**src/rtl/prn_port_pkg.sv**
```systemverilog
package prn_port_pkg;
  localparam int PW = 8;

  localparam logic [2:0] OFS_DATA = 3'd0;
  localparam logic [2:0] OFS_STAT = 3'd1;
  localparam logic [2:0] OFS_CTRL = 3'd2;

  // control line positions
  localparam int C_STROBE = 0;
  localparam int C_INIT   = 2;
  localparam int C_SELECT = 3;
  localparam int C_INTEN  = 4;
  localparam int C_DIR    = 5;

  // status line positions
  localparam int S_ACK    = 6;
  localparam int S_NBUSY  = 7;

  localparam logic [PW-1:0] CTRL_FORCED = 8'hC0;
  localparam logic [PW-1:0] STAT_IDLE   = 8'hD8;
  localparam logic [PW-1:0] STAT_RESET  = 8'hD9;
  localparam logic [PW-1:0] CTRL_RESET  = 8'hCC;
  localparam logic [PW-1:0] LATCH_RESET = 8'hFF;
  localparam logic [PW-1:0] OPEN_READ   = 8'hFF;

  typedef struct packed {
    logic [PW-1:0] status;
    logic          emit;
    logic          set_pend;
  } ctrl_effect_t;

  function automatic logic [PW-1:0] ctrl_fix(input logic [PW-1:0] v);
    return v | CTRL_FORCED;
  endfunction

  // handshake step taken after each status read
  function automatic logic [PW-1:0] poll_step(input logic [PW-1:0] st,
                                              input logic          strobe_q);
    logic [PW-1:0] r;
    r = st;
    if (!st[S_NBUSY] && !strobe_q) begin
      if (st[S_ACK]) r[S_ACK] = 1'b0;
      else begin
        r[S_ACK]   = 1'b1;
        r[S_NBUSY] = 1'b1;
      end
    end
    return r;
  endfunction

  function automatic ctrl_effect_t ctrl_effect(input logic [PW-1:0] v,
                                               input logic [PW-1:0] st,
                                               input logic          strobe_q,
                                               input logic          inten_q);
    ctrl_effect_t e;
    e.status   = st;
    e.emit     = 1'b0;
    e.set_pend = 1'b0;
    if (!v[C_INIT]) begin
      e.status = STAT_IDLE;
    end else if (v[C_SELECT]) begin
      if (v[C_STROBE]) begin
        e.status[S_NBUSY] = 1'b0;
        e.emit = !strobe_q;
      end else begin
        e.set_pend = inten_q;
      end
    end
    return e;
  endfunction
endpackage

```
**src/rtl/prn_ctrl_decode.sv**
```systemverilog
module prn_ctrl_decode
  import prn_port_pkg::*;
(
  input  logic          ctrl_wr,
  input  logic [PW-1:0] wdata,
  input  logic [PW-1:0] status_q,
  input  logic          strobe_q,
  input  logic          inten_q,
  output logic [PW-1:0] ctrl_nxt,
  output logic [PW-1:0] status_nxt,
  output logic          emit,
  output logic          set_pend
);
  ctrl_effect_t eff;

  always_comb begin
    ctrl_nxt   = ctrl_fix(wdata);
    eff        = ctrl_effect(ctrl_nxt, status_q, strobe_q, inten_q);
    status_nxt = eff.status;
    emit       = ctrl_wr & eff.emit;
    set_pend   = ctrl_wr & eff.set_pend;
  end
endmodule

```
**src/rtl/prn_status_poll.sv**
```systemverilog
module prn_status_poll
  import prn_port_pkg::*;
(
  input  logic          stat_rd,
  input  logic [PW-1:0] status_q,
  input  logic          strobe_q,
  output logic [PW-1:0] status_nxt,
  output logic          clr_pend
);
  always_comb begin
    status_nxt = poll_step(status_q, strobe_q);
    clr_pend   = stat_rd;
  end
endmodule

```
**src/rtl/prn_byte_slot.sv**
```systemverilog
module prn_byte_slot #(
  parameter int WIDTH = 8
) (
  input  logic             clk,
  input  logic             rst_n,
  input  logic             emit,
  input  logic [WIDTH-1:0] din,
  input  logic             ready,
  output logic             valid,
  output logic [WIDTH-1:0] data
);
  always_ff @(posedge clk) begin
    if (!rst_n) begin
      valid <= 1'b0;
      data  <= '0;
    end else if (emit) begin
      valid <= 1'b1;
      data  <= din;
    end else if (valid && ready) begin
      valid <= 1'b0;
    end
  end

  // a byte not taken stays put
  p_hold_r11: assert property (@(posedge clk) disable iff (!rst_n)
    (valid && !ready && !emit) |=> (valid && $stable(data)));

  // an emission lands on the port next cycle
  p_load_r11: assert property (@(posedge clk) disable iff (!rst_n)
    emit |=> (valid && data == $past(din)));

  // accepted byte with no new emission retires
  p_retire_r11: assert property (@(posedge clk) disable iff (!rst_n)
    (valid && ready && !emit) |=> !valid);
endmodule

```
**src/rtl/prn_port_emu.sv**
```systemverilog
module prn_port_emu
  import prn_port_pkg::*;
#(
  parameter int ADDR_W = 3
) (
  input  logic              clk,
  input  logic              rst_n,
  input  logic              bus_sel,
  input  logic              bus_wr,
  input  logic [ADDR_W-1:0] bus_addr,
  input  logic [PW-1:0]     bus_wdata,
  output logic [PW-1:0]     bus_rdata,
  input  logic              tst_load,
  input  logic [PW-1:0]     tst_data,
  output logic              byte_valid,
  input  logic              byte_ready,
  output logic [PW-1:0]     byte_data,
  output logic              irq
);
  logic [2:0] reg_ofs;
  logic       rd_stb, wr_stb;
  logic       data_wr, ctrl_wr, stat_rd;

  logic [PW-1:0] dout_q, din_q, status_q, ctrl_q;
  logic          pend_q;

  logic [PW-1:0] dec_ctrl, dec_status, poll_status;
  logic          emit, set_pend, clr_pend;

  assign reg_ofs = bus_addr[2:0];
  assign rd_stb  = bus_sel & ~bus_wr;
  assign wr_stb  = bus_sel & bus_wr;
  assign data_wr = wr_stb && (reg_ofs == OFS_DATA);
  assign ctrl_wr = wr_stb && (reg_ofs == OFS_CTRL);
  assign stat_rd = rd_stb && (reg_ofs == OFS_STAT);

  prn_ctrl_decode u_dec (
    .ctrl_wr    (ctrl_wr),
    .wdata      (bus_wdata),
    .status_q   (status_q),
    .strobe_q   (ctrl_q[C_STROBE]),
    .inten_q    (ctrl_q[C_INTEN]),
    .ctrl_nxt   (dec_ctrl),
    .status_nxt (dec_status),
    .emit       (emit),
    .set_pend   (set_pend)
  );

  prn_status_poll u_poll (
    .stat_rd    (stat_rd),
    .status_q   (status_q),
    .strobe_q   (ctrl_q[C_STROBE]),
    .status_nxt (poll_status),
    .clr_pend   (clr_pend)
  );

  prn_byte_slot #(.WIDTH(PW)) u_slot (
    .clk   (clk),
    .rst_n (rst_n),
    .emit  (emit),
    .din   (dout_q),
    .ready (byte_ready),
    .valid (byte_valid),
    .data  (byte_data)
  );

  always_ff @(posedge clk) begin
    if (!rst_n) begin
      dout_q   <= LATCH_RESET;
      din_q    <= LATCH_RESET;
      status_q <= STAT_RESET;
      ctrl_q   <= CTRL_RESET;
      pend_q   <= 1'b0;
    end else begin
      if (data_wr)  dout_q <= bus_wdata;
      if (tst_load) din_q  <= tst_data;
      if (ctrl_wr) begin
        ctrl_q   <= dec_ctrl;
        status_q <= dec_status;
      end else if (stat_rd) begin
        status_q <= poll_status;
      end
      if (clr_pend)      pend_q <= 1'b0;
      else if (set_pend) pend_q <= 1'b1;
    end
  end

  always_comb begin
    unique case (reg_ofs)
      OFS_DATA: bus_rdata = ctrl_q[C_DIR] ? din_q : dout_q;
      OFS_STAT: bus_rdata = status_q;
      OFS_CTRL: bus_rdata = ctrl_q;
      default:  bus_rdata = OPEN_READ;
    endcase
  end

  assign irq = pend_q;

  // stored control keeps the written value with top bits set
  p_ctrl_store_r2: assert property (@(posedge clk) disable iff (!rst_n)
    ctrl_wr |=> (ctrl_q == ($past(bus_wdata) | 8'hC0)));

  // init low parks status
  p_init_low_r3: assert property (@(posedge clk) disable iff (!rst_n)
    (ctrl_wr && !bus_wdata[C_INIT]) |=> (status_q == 8'hD8));

  // emission only on a strobe rising edge
  p_emit_edge_r4: assert property (@(posedge clk) disable iff (!rst_n)
    emit |-> (ctrl_wr && !ctrl_q[C_STROBE] && bus_wdata[C_STROBE]
              && bus_wdata[C_INIT] && bus_wdata[C_SELECT]));

  // irq rises only after a control write with interrupts enabled
  p_irq_rise_r5: assert property (@(posedge clk) disable iff (!rst_n)
    $rose(irq) |-> ($past(ctrl_wr) && $past(ctrl_q[C_INTEN])));

  // a status read drops the interrupt
  p_pend_clear_r7: assert property (@(posedge clk) disable iff (!rst_n)
    stat_rd |=> !irq);

  // ack falls on a poll while the line is busy and strobe low
  p_ack_fall_r8: assert property (@(posedge clk) disable iff (!rst_n)
    (stat_rd && !status_q[S_NBUSY] && !ctrl_q[C_STROBE] && status_q[S_ACK])
      |=> !status_q[S_ACK]);

  // no access leaves status untouched
  p_idle_stat_r12: assert property (@(posedge clk) disable iff (!rst_n)
    !bus_sel |=> $stable(status_q));
endmodule

```
**config.mk**
```make
export PLATFORM = sky130hd
export DESIGN_NAME = prn_port_emu
export DESIGN_NICKNAME = d
export VERILOG_FILES = /design/src/rtl/prn_port_pkg.sv /design/src/rtl/prn_ctrl_decode.sv /design/src/rtl/prn_status_poll.sv /design/src/rtl/prn_byte_slot.sv /design/src/rtl/prn_port_emu.sv
export SDC_FILE = /design/constraint.sdc
export NUM_CORES = 1
export LEC_CHECK = 0
export BUFFER_PORTS_ARGS = -buffer_cell sky130_fd_sc_hd__clkbuf_2
export CELL_PAD_IN_SITES_DETAIL_PLACEMENT = 0
export CELL_PAD_IN_SITES_GLOBAL_PLACEMENT = 2
export CORE_MARGIN = 2
export CORE_UTILIZATION = 33
export CTS_CLUSTER_SIZE = 14
export DETAILED_ROUTE_END_ITERATION = 12
export GPL_ROUTABILITY_DRIVEN = 0
export PLACE_DENSITY = 0.88
export SLEW_MARGIN = 20
export SYNTH_ARGS = -nofsm -noshare
export SYNTH_HDL_FRONTEND = slang
export SYNTH_HIERARCHICAL = 1
export SYNTH_SLANG_ARGS = --single-unit
```
**constraint.sdc**
```tcl
create_clock -name clk -period 2.29 [get_ports clk]
set_input_delay 0.458 -clock clk [delete_from_list [all_inputs] [get_ports clk]]
set_output_delay 0.458 -clock clk [all_outputs]
set_load 0.02 [all_outputs]
```
# [Word level (Yosys, flattened, before mapping)]
# Index checks and enable logic that the tools add are counted.
[op_classes] reduce_logical=15 n_mux=17 bitwise_logic=7 n_eq_ne=6
[ops] op="2-to-1 mux 8 bit" n=3
[ops] op="one-hot mux 8 bit (3 select lines)" n=1
[ops] op="2-to-1 mux 1 bit" n=9
[ops] op="2-to-1 mux 7 bit" n=1
[ops] op="2-to-1 mux 2 bit" n=3
[ops] op="inequality test 3 bit (second input constant)" n=2
[ops] op="nonzero test 2 bit" n=3
[ops] op="logical AND 1 bit" n=5
[ops] op="AND reduction 5 bit" n=1
[ops] op="AND 1 bit" n=4
[ops] op="== test 3 x 1 -> 1 bit (second input constant)" n=1
[ops] op="== test 3 x 2 -> 1 bit (second input constant)" n=1
[ops] op="zero test 3 bit" n=1
[ops] op="NOT 1 bit" n=3
[ops] op="AND reduction 3 bit" n=1
[ops] op="zero test 1 bit" n=2
[ops] op="inequality test 2 x 1 -> 1 bit (second input constant)" n=1
[ops] op="inequality test 2 bit (second input constant)" n=1
[ops] op="AND reduction 2 bit" n=1
[ops] op="OR reduction 2 bit" n=1
[word_totals] in_bits=25 ff_bits=40

# [Depth between registers and ports, before layout]
# Gate-level depths: netlist of the first run.
[logic_depth] word_depth=6 depth_mapped=9 ltp_nobuf=7

# [Cells and area by module]
# The synthesis of the first run kept the hierarchy.
[by_module_without_submodules] mod="prn_port_emu" area_per_inst_um2=1592.8 n_inst=1 cells_each=179
[by_module_without_submodules] mod="prn_byte_slot" area_per_inst_um2=335.3 n_inst=1 cells_each=28
[by_module_without_submodules] mod="prn_ctrl_decode" area_per_inst_um2=162.7 n_inst=1 cells_each=21
[by_module_without_submodules] mod="prn_status_poll" area_per_inst_um2=72.6 n_inst=1 cells_each=10

# [Least setup slack after synthesis of the first run]
# OpenSTA, ideal clock, no wires.
[synth_path] kind="input to register" start="input bus_addr[2]" end="register u_slot.data[0]" required_time_ns=2.174 setup_slack_ns=0.335 arrival_time_ns=1.839 stages=9 path_buffers=2 path_cell_list="clkbuf_1 -> nor2b_1 -> nand3_2 -> clkinv_1 -> nand3_2 -> nor3b_2 -> buf_6 -> mux2i_1 -> nor2b_1"
[synth_via] elab_chain_len=3
[synth_rtl] item="start, declared" line_no="prn_port_emu.sv:10" source="input logic [ADDR_W-1:0] bus_addr,"
[synth_rtl] item="== test 3 x 2 -> 1 bit" line_no="prn_port_emu.sv:34" source="assign ctrl_wr = wr_stb && (reg_ofs == OFS_CTRL);"
[synth_rtl] item="logical AND 1 bit" line_no="prn_port_emu.sv:34"
[synth_rtl] item="named net ctrl_wr" line_no="prn_port_emu.sv:22" source="logic data_wr, ctrl_wr, stat_rd;"
[synth_rtl] item="AND 1 bit" line_no="prn_ctrl_decode.sv:20" source="emit = ctrl_wr & eff.emit;"
[synth_rtl] item="named net emit" line_no="prn_port_emu.sv:28" source="logic emit, set_pend, clr_pend;"
[synth_rtl] item="end signal, assigned" line_no="prn_byte_slot.sv:18" source="data <= din;"
[synth_rtl] item="end, declared" line_no="prn_byte_slot.sv:10" source="output logic [WIDTH-1:0] data"
# The timed path passes the listed nets, and every way through them passes these cells.
# A chain may end at the register's enable or synchronous reset.

# [Final worst setup path of the first run]
[layout_path] start="register ctrl_q[5]" end="output bus_rdata[1]"
[layout_via] elab_chain_len=2
[layout_rtl] item="start, declared" line_no="prn_port_emu.sv:24" source="logic [PW-1:0] dout_q, din_q, status_q, ctrl_q;"
[layout_rtl] item="start signal, assigned" line_no="prn_port_emu.sv:78" source="ctrl_q <= dec_ctrl;"
[layout_rtl] item="2-to-1 mux 8 bit" line_no="prn_port_emu.sv:90" source="OFS_DATA: bus_rdata = ctrl_q[C_DIR] ? din_q : dout_q;"
[layout_rtl] item="one-hot mux 8 bit (3 select lines)" line_no="prn_port_emu.sv:89" source="unique case (reg_ofs)"
[layout_rtl] item="end, declared" line_no="prn_port_emu.sv:12" source="output logic [PW-1:0] bus_rdata,"
# No other way between the ends.

==> out/metrics.cfg, run 1 <==
[synthesis]
synth_common_cells=42 x dfxtp_1, 39 x nand2_1, 34 x mux2i_1, 16 x buf_4, 12 x a21oi_1
ys_seq_elements=42
yosysSeqAreaShare_pct=38.9
syn_area_um2=2160
ys.flop_type=dfxtp_1
yosys-top-cells-area=dfxtp_1 39%, mux2i_1 16%, nand2_1 6.8%
yosysTopAreaCell=dfxtp_1
synth_cell_types=36
async_reset_ff_share_pct=0
synthCells=238
synth.most_common_cell=dfxtp_1
synth_edf_count=0
yosysWarnings=6
synth.top_cell.area_share_pct=38.9
syn-mean-instance-area_um2=9.09

[clock_network]
post_cts_resized=0
clock-sinks=42
cts_tree=done
clock_path_buffers=2
htreeDepth=2
cts_buffers=5
clk_pin_slew_ns=0.09
cts_setup_buffers=0
postCtsHoldBufs=0
clk_latency_ns=0.30
cts_root_buffer=clkbuf_8

[routing]
wl_mm=5.04
drt-initial-drc-count=106
vias=1677
wl_per_cell_um=14.5
via_per_inst=4.83
postRouteAntennaNets=0
firstDrtPassIters=4
drc=0

[timing]
fin_tns_setup_ns=0
fmax_mhz=455
hold_ws_ns=0.367
rsz0062_at_grt=no
min_period_ns=2.20
hold_viol_final=0
maxSlewViolCount=0
skew_ns=0.00596
tightest_slew_ns=0.540
finalSetupViolations=0
fin_crit_sh_pct=96.0
slew_headroom_pct=63.8

[power]
powerDensity_nw_per_um2=580
p_leak_nw=1.06
vdd_drop_max_v=0.000337

[place]
placed_cells=339
port_buffers=42
dp_hpwl_mm=3.63
postPlaceCellArea_um2=2340

[global_route]
antenna_found_initial=0
grtUsageMet1_pct=20.6
overflow=0
grt_pass1_wl_mm=8.32
grt_use_met3_pct=3.40
grt-busiest-layer=met2
grt_pass1_vias=1651
grt_max_degree=31
grt_use_total_pct=14.6
grt_use_met2_pct=22.2

[run_status]
outcome=complete, no violations

[floorplan]
die_area_um2=7220
die_h_um=85.0
num_rows=29
ios=43
core_area_um2=6350
initial_core_util_pct=34.1
die_x_um=85.0

[layout]
fin_area_um2=2440
syn2layout_area_growth_pct=12.7
nets=294
stdcell_count=347
drive_above_1_share_pct=27.8
finish.utilization_pct=38.4
n_antenna_cell=0

[worst_setup_path]
path_class=flop to output port
cpPeakStageDelay_ns=0.57
critical_path.max_fanout=10
critPathRequiredTime_ns=1.83
cp.arrival_ns=1.74
cp_top_family=flip-flops
critical_path_buf_inv_count=1
crit_path_end_kind=output port
start_kind=flop
slowest_stage=dfxtp_1
worstPathCellList=mux2_2 -> mux2i_1 -> a21oi_1 -> clkbuf_2

[min_path]
worst_hold_path_type=input port to flop

[run]
drv_cap=0

per-stage QoR:
step | worst slack [ns] | total power, mW
2_1_floorplan | 0.335 | 0.881
3_3_place_gp | 0.362 | 0.925
3_5_place_dp | 0.330 | 0.927
4_1_cts | 0.101 | 1.43
5_1_grt | 0.00810 | 1.48
6_report | 0.0914 | 1.41
worst register-to-register path: stages (launching register included):
cell and delay [ns]:
dfxtp_1 0.37, nor3b_2 0.18, buf_4 0.22, mux2i_1 0.20, nor2b_1 0.06
registers in the layout (all words and copies together) (netlist names):
| signal | flops |
|---|---|
| u_slot/valid | 1 |
| irq | 1 |
| din_q | 8 |
| dout_q | 8 |
| status_q | 8 |
| u_slot/data | 8 |
| ctrl_q | 8 |
worst paths after layout:
path                     from             end  slack (ns)  depth (start not counted)
setup / recovery    ctrl_q[5]    bus_rdata[1]        0.09                          4
hold / removal    tst_data[6]        din_q[6]        0.37                          3
setup reg to reg    ctrl_q[0]  u_slot/data[0]        1.16                          4
hold reg to reg     ctrl_q[4]       ctrl_q[4]        0.47                          2
cell usage in the layout, fill, tap and decap left out, types with 2 or more instances in the layout:
master,count
clkbuf_8,5
clkbuf_2,42
nand2_1,39
conb_1,2
o31a_1,5
or2b_1,3
nor3b_2,2
nand3_1,9
nor3_1,8
and2_2,2
o21bai_1,2
clkinv_1,2
dfxtp_1,42
a211oi_1,3
nand3_2,3
nor2_1,9
a21oi_1,12
nand2b_1,2
a31oi_1,4
nor2b_1,10
buf_4,7
mux2_2,7
mux2i_1,34
and2_1,2
where the power goes:
part	switching, mW	total, mW	internal [mW]
clock	0.284	0.505	0.220
combinational	0.0870	0.151	0.0636
sequential	0.0123	0.758	0.746
cells by family (layout without fill, tap and decap cells):
group           count (synthesis)  in the layout  share of synthesized area (%)
compound gates                 30             30                           9.60
xor+xnor                        1              1                          0.405
mux                            41             41                           19.4
flops                          42             42                           38.9
other cells                     1              2                          0.173
simple gates                   94             94                           22.6
buf+inv                        29             60                           8.96
final cells by class:
class | instances | area, µm²
flip-flops and latches | 42 | 841
inverters | 3 | 11.3
clock buffers | 5 | 68.8
fillers | 672 | 3910
multi-input cells | 168 | 1130
well taps | 77 | 96.3
clock inverters | 3 | 25.0
repair buffers | 49 | 263
metal layers:
metal	up-vias	part of all wire (%)
met1	781	50
met3	4	4.1
li1	858	-
met2	34	45
met4	0	1.2
met5	-	0
Power figures use the tool's default switching activity.
==> inputs of run 2 (changes only) <==
--- a/config.mk
+++ b/config.mk
@@ -9,11 +9,13 @@
 export CELL_PAD_IN_SITES_DETAIL_PLACEMENT = 0
 export CELL_PAD_IN_SITES_GLOBAL_PLACEMENT = 2
 export CORE_MARGIN = 2
-export CORE_UTILIZATION = 33
+export CORE_UTILIZATION = 34
+export CTS_BUF_LIST = sky130_fd_sc_hd__clkbuf_8
+export CTS_CLUSTER_DIAMETER = 80
 export CTS_CLUSTER_SIZE = 14
 export DETAILED_ROUTE_END_ITERATION = 12
 export GPL_ROUTABILITY_DRIVEN = 0
-export PLACE_DENSITY = 0.88
+export PLACE_DENSITY = 0.9
 export SLEW_MARGIN = 20
 export SYNTH_ARGS = -nofsm -noshare
 export SYNTH_HDL_FRONTEND = slang
==> run 2 against run 1 <==
Total power fell by 0.25%. Fmax up 5.6%. Critical path depth unchanged. Hold slack got worse by 0.0046 ns. Combinational power is essentially flat. Cell count increased by 0.29%. Wire length increased by 0.16%. Largest cell class unchanged. Largest power group unchanged. Highest routed layer unchanged.
==> out/metrics.cfg, run 2 (same netlist as run 1, synthesis figures left out) <==
[run_status]
outcome=complete, no violations

[layout]
stdcell_count=348  ; +0.29%
layout_commonest_cell=clkbuf_2
n_antenna_cell=0  ; unchanged
drive_above_1_share_pct=28.4  ; +0.64 points
syn2layout_area_growth_pct=13.1
final_cell_mix=42 x clkbuf_2, 41 x dfxtp_1, 39 x nand2_1, 34 x mux2i_1, 12 x a21oi_1
nets=295  ; +0.34%
fillers=679  ; +1.0%

[place]
port_buffers=42  ; unchanged
placed_cells=340  ; +0.29%
dp_hpwl_mm=3.66  ; +0.92%

[worst_setup_path]
cp.arrival_ns=1.62  ; -0.12 ns
crit_path_end_kind=output port
start_kind=flop
ff2ff_path_depth=4  ; unchanged
startpoint=ctrl_q[5]
critical_path.max_fanout=10  ; unchanged
critPathRequiredTime_ns=1.83  ; about the same
rrSetupSlack_ns=1.13  ; -0.03 ns
r2r-start=ctrl_q[0]
path_class=flop to output port
r2r-end=u_slot/data[2]

[floorplan]
core_area_um2=6240  ; -1.7%
die_x_um=83.8  ; -1.4%
initial_core_util_pct=34.7  ; +0.59 points
die_h_um=83.8  ; -1.4%
num_rows=29  ; unchanged
ios=43  ; unchanged
die_area_um2=7020  ; -2.8%

[clock_network]
clock_path_buffers=2  ; unchanged
postCtsHoldBufs=0  ; unchanged
clk_pin_slew_ns=0.09  ; about the same
cts_buffers=5  ; unchanged
cts_tree=done
clk_latency_ns=0.30  ; about the same
cts_root_buffer=clkbuf_8
clock-sinks=42  ; unchanged
htreeDepth=2  ; unchanged

[timing]
rsz0062_at_grt=no
fmax_mhz=480  ; +5.6%
min_period_ns=2.08  ; -0.117 ns
finalSetupViolations=0  ; unchanged
fin_crit_sh_pct=90.9  ; -5.1 points
skew_ns=0.00648  ; +0.000524 ns
tightest_slew_ns=0.509  ; -0.0317 ns
fin_tns_setup_ns=0  ; unchanged
hold_viol_final=0  ; unchanged
slew_headroom_pct=66.0  ; +2.1 points
maxSlewViolCount=0  ; unchanged

[min_path]
hp-start=bus_wdata[7]
worst_hold_path_type=input port to flop
hold_depth=3  ; unchanged
hold_path_end=dout_q[7]

[global_route]
grt_use_total_pct=15.2  ; +0.58 points
overflow=0  ; unchanged
grt_pass1_vias=1708  ; +3.5%
grt_use_met2_pct=24.9  ; +2.8 points
grt_max_degree=31  ; unchanged
grt-busiest-layer=met2
antenna_found_initial=0  ; unchanged
grt_pass1_wl_mm=8.49  ; +2.0%
grtUsageMet1_pct=20.4  ; -0.21 points
grt_use_met3_pct=2.97  ; -0.44 points

[power]
p_leak_nw=1.06  ; +0.47%
vdd_drop_max_v=0.000218  ; -35%
powerDensity_nw_per_um2=576  ; -0.61%
power_mw=1.41  ; -0.25%

[routing]
drc=0  ; unchanged
wl_mm=5.04  ; +0.16%
vias=1720  ; +2.6%
wl_per_cell_um=14.5  ; -0.13%
drt-initial-drc-count=102  ; -3.8%
postRouteAntennaNets=0  ; unchanged
via_per_inst=4.94  ; +2.3%
firstDrtPassIters=6  ; +2

[run]
drv_cap=0  ; unchanged

## run 2: cell count changes in the layout (fill, tap and decap cells not counted), sizes merged
cell	change
buf	+1
## run 2: timing repair
action | CTS | global route
gates resized for setup | 0 | 1
setup endpoints to repair | 0 | 5
buffers inserted | 0 | 0
endpoints found under the hold margin | 0 | 0
## run 2: worst max path at each step
| stage | end | slack [ns] | cells past startpoint |
|---|---|---|---|
| after floorplan | u_slot/data[0] | 0.34 | 9 |
| after global placement | u_slot/data[1] | 0.34 | 9 |
| after detailed placement | u_slot/data[5] | 0.26 | 9 |
| after CTS | bus_rdata[2] | 0.04 | 4 |
| after global routing | bus_rdata[2] | 0.12 | 4 |
| final | bus_rdata[2] | 0.21 | 4 |
## run 2: area by class of cell
cell class | count | area, µm² | share of cell area (%)
multi-input cells | 168 | 1130 | 46.3
flip-flops and latches | 42 | 842 | 34.4
clock inverters | 3 | 25.0 | 1.02
clock buffers | 5 | 68.8 | 2.81
repair buffers | 50 | 270 | 11.0
well taps | 77 | 96.3 | 3.94
inverters | 3 | 11.3 | 0.460
## run 2: worst max-delay path: stages (launching register included)
cell      delay, ns
dfxtp_2        0.48
mux2_2         0.37
mux2i_1        0.16
a21oi_1        0.12
clkbuf_2       0.19
## run 2: power by group
part | switching [mW] | leakage, nW | total [mW] | internal [mW]
logic | 0.0886 | 0.675 | 0.153 | 0.0648
registers | 0.0104 | 0.342 | 0.756 | 0.746
clock network | 0.280 | 0.0447 | 0.500 | 0.220
## run 2: layer usage
| metal | up-vias | routed length (µm) |
|---|---|---|
| li1 | 866 | - |
| met1 | 814 | 2390 |
| met2 | 34 | 2410 |
| met3 | 6 | 180 |
| met4 | 0 | 68 |
| met5 | - | 0 |
## run 2: per-stage QoR
stage | hold WS [ns] | area (µm²) | utilization [%] | setup slack, ns
after detailed placement | 0.455 | 2350 | 37.7 | 0.263
after floorplan | 0.436 | 2170 | - | 0.335
after global routing | 0.363 | 2450 | 39.2 | 0.118
final | 0.362 | 2450 | 39.2 | 0.208
after CTS | 0.356 | 2440 | 39.2 | 0.0404
after global placement | 0.448 | 2350 | 37.7 | 0.339
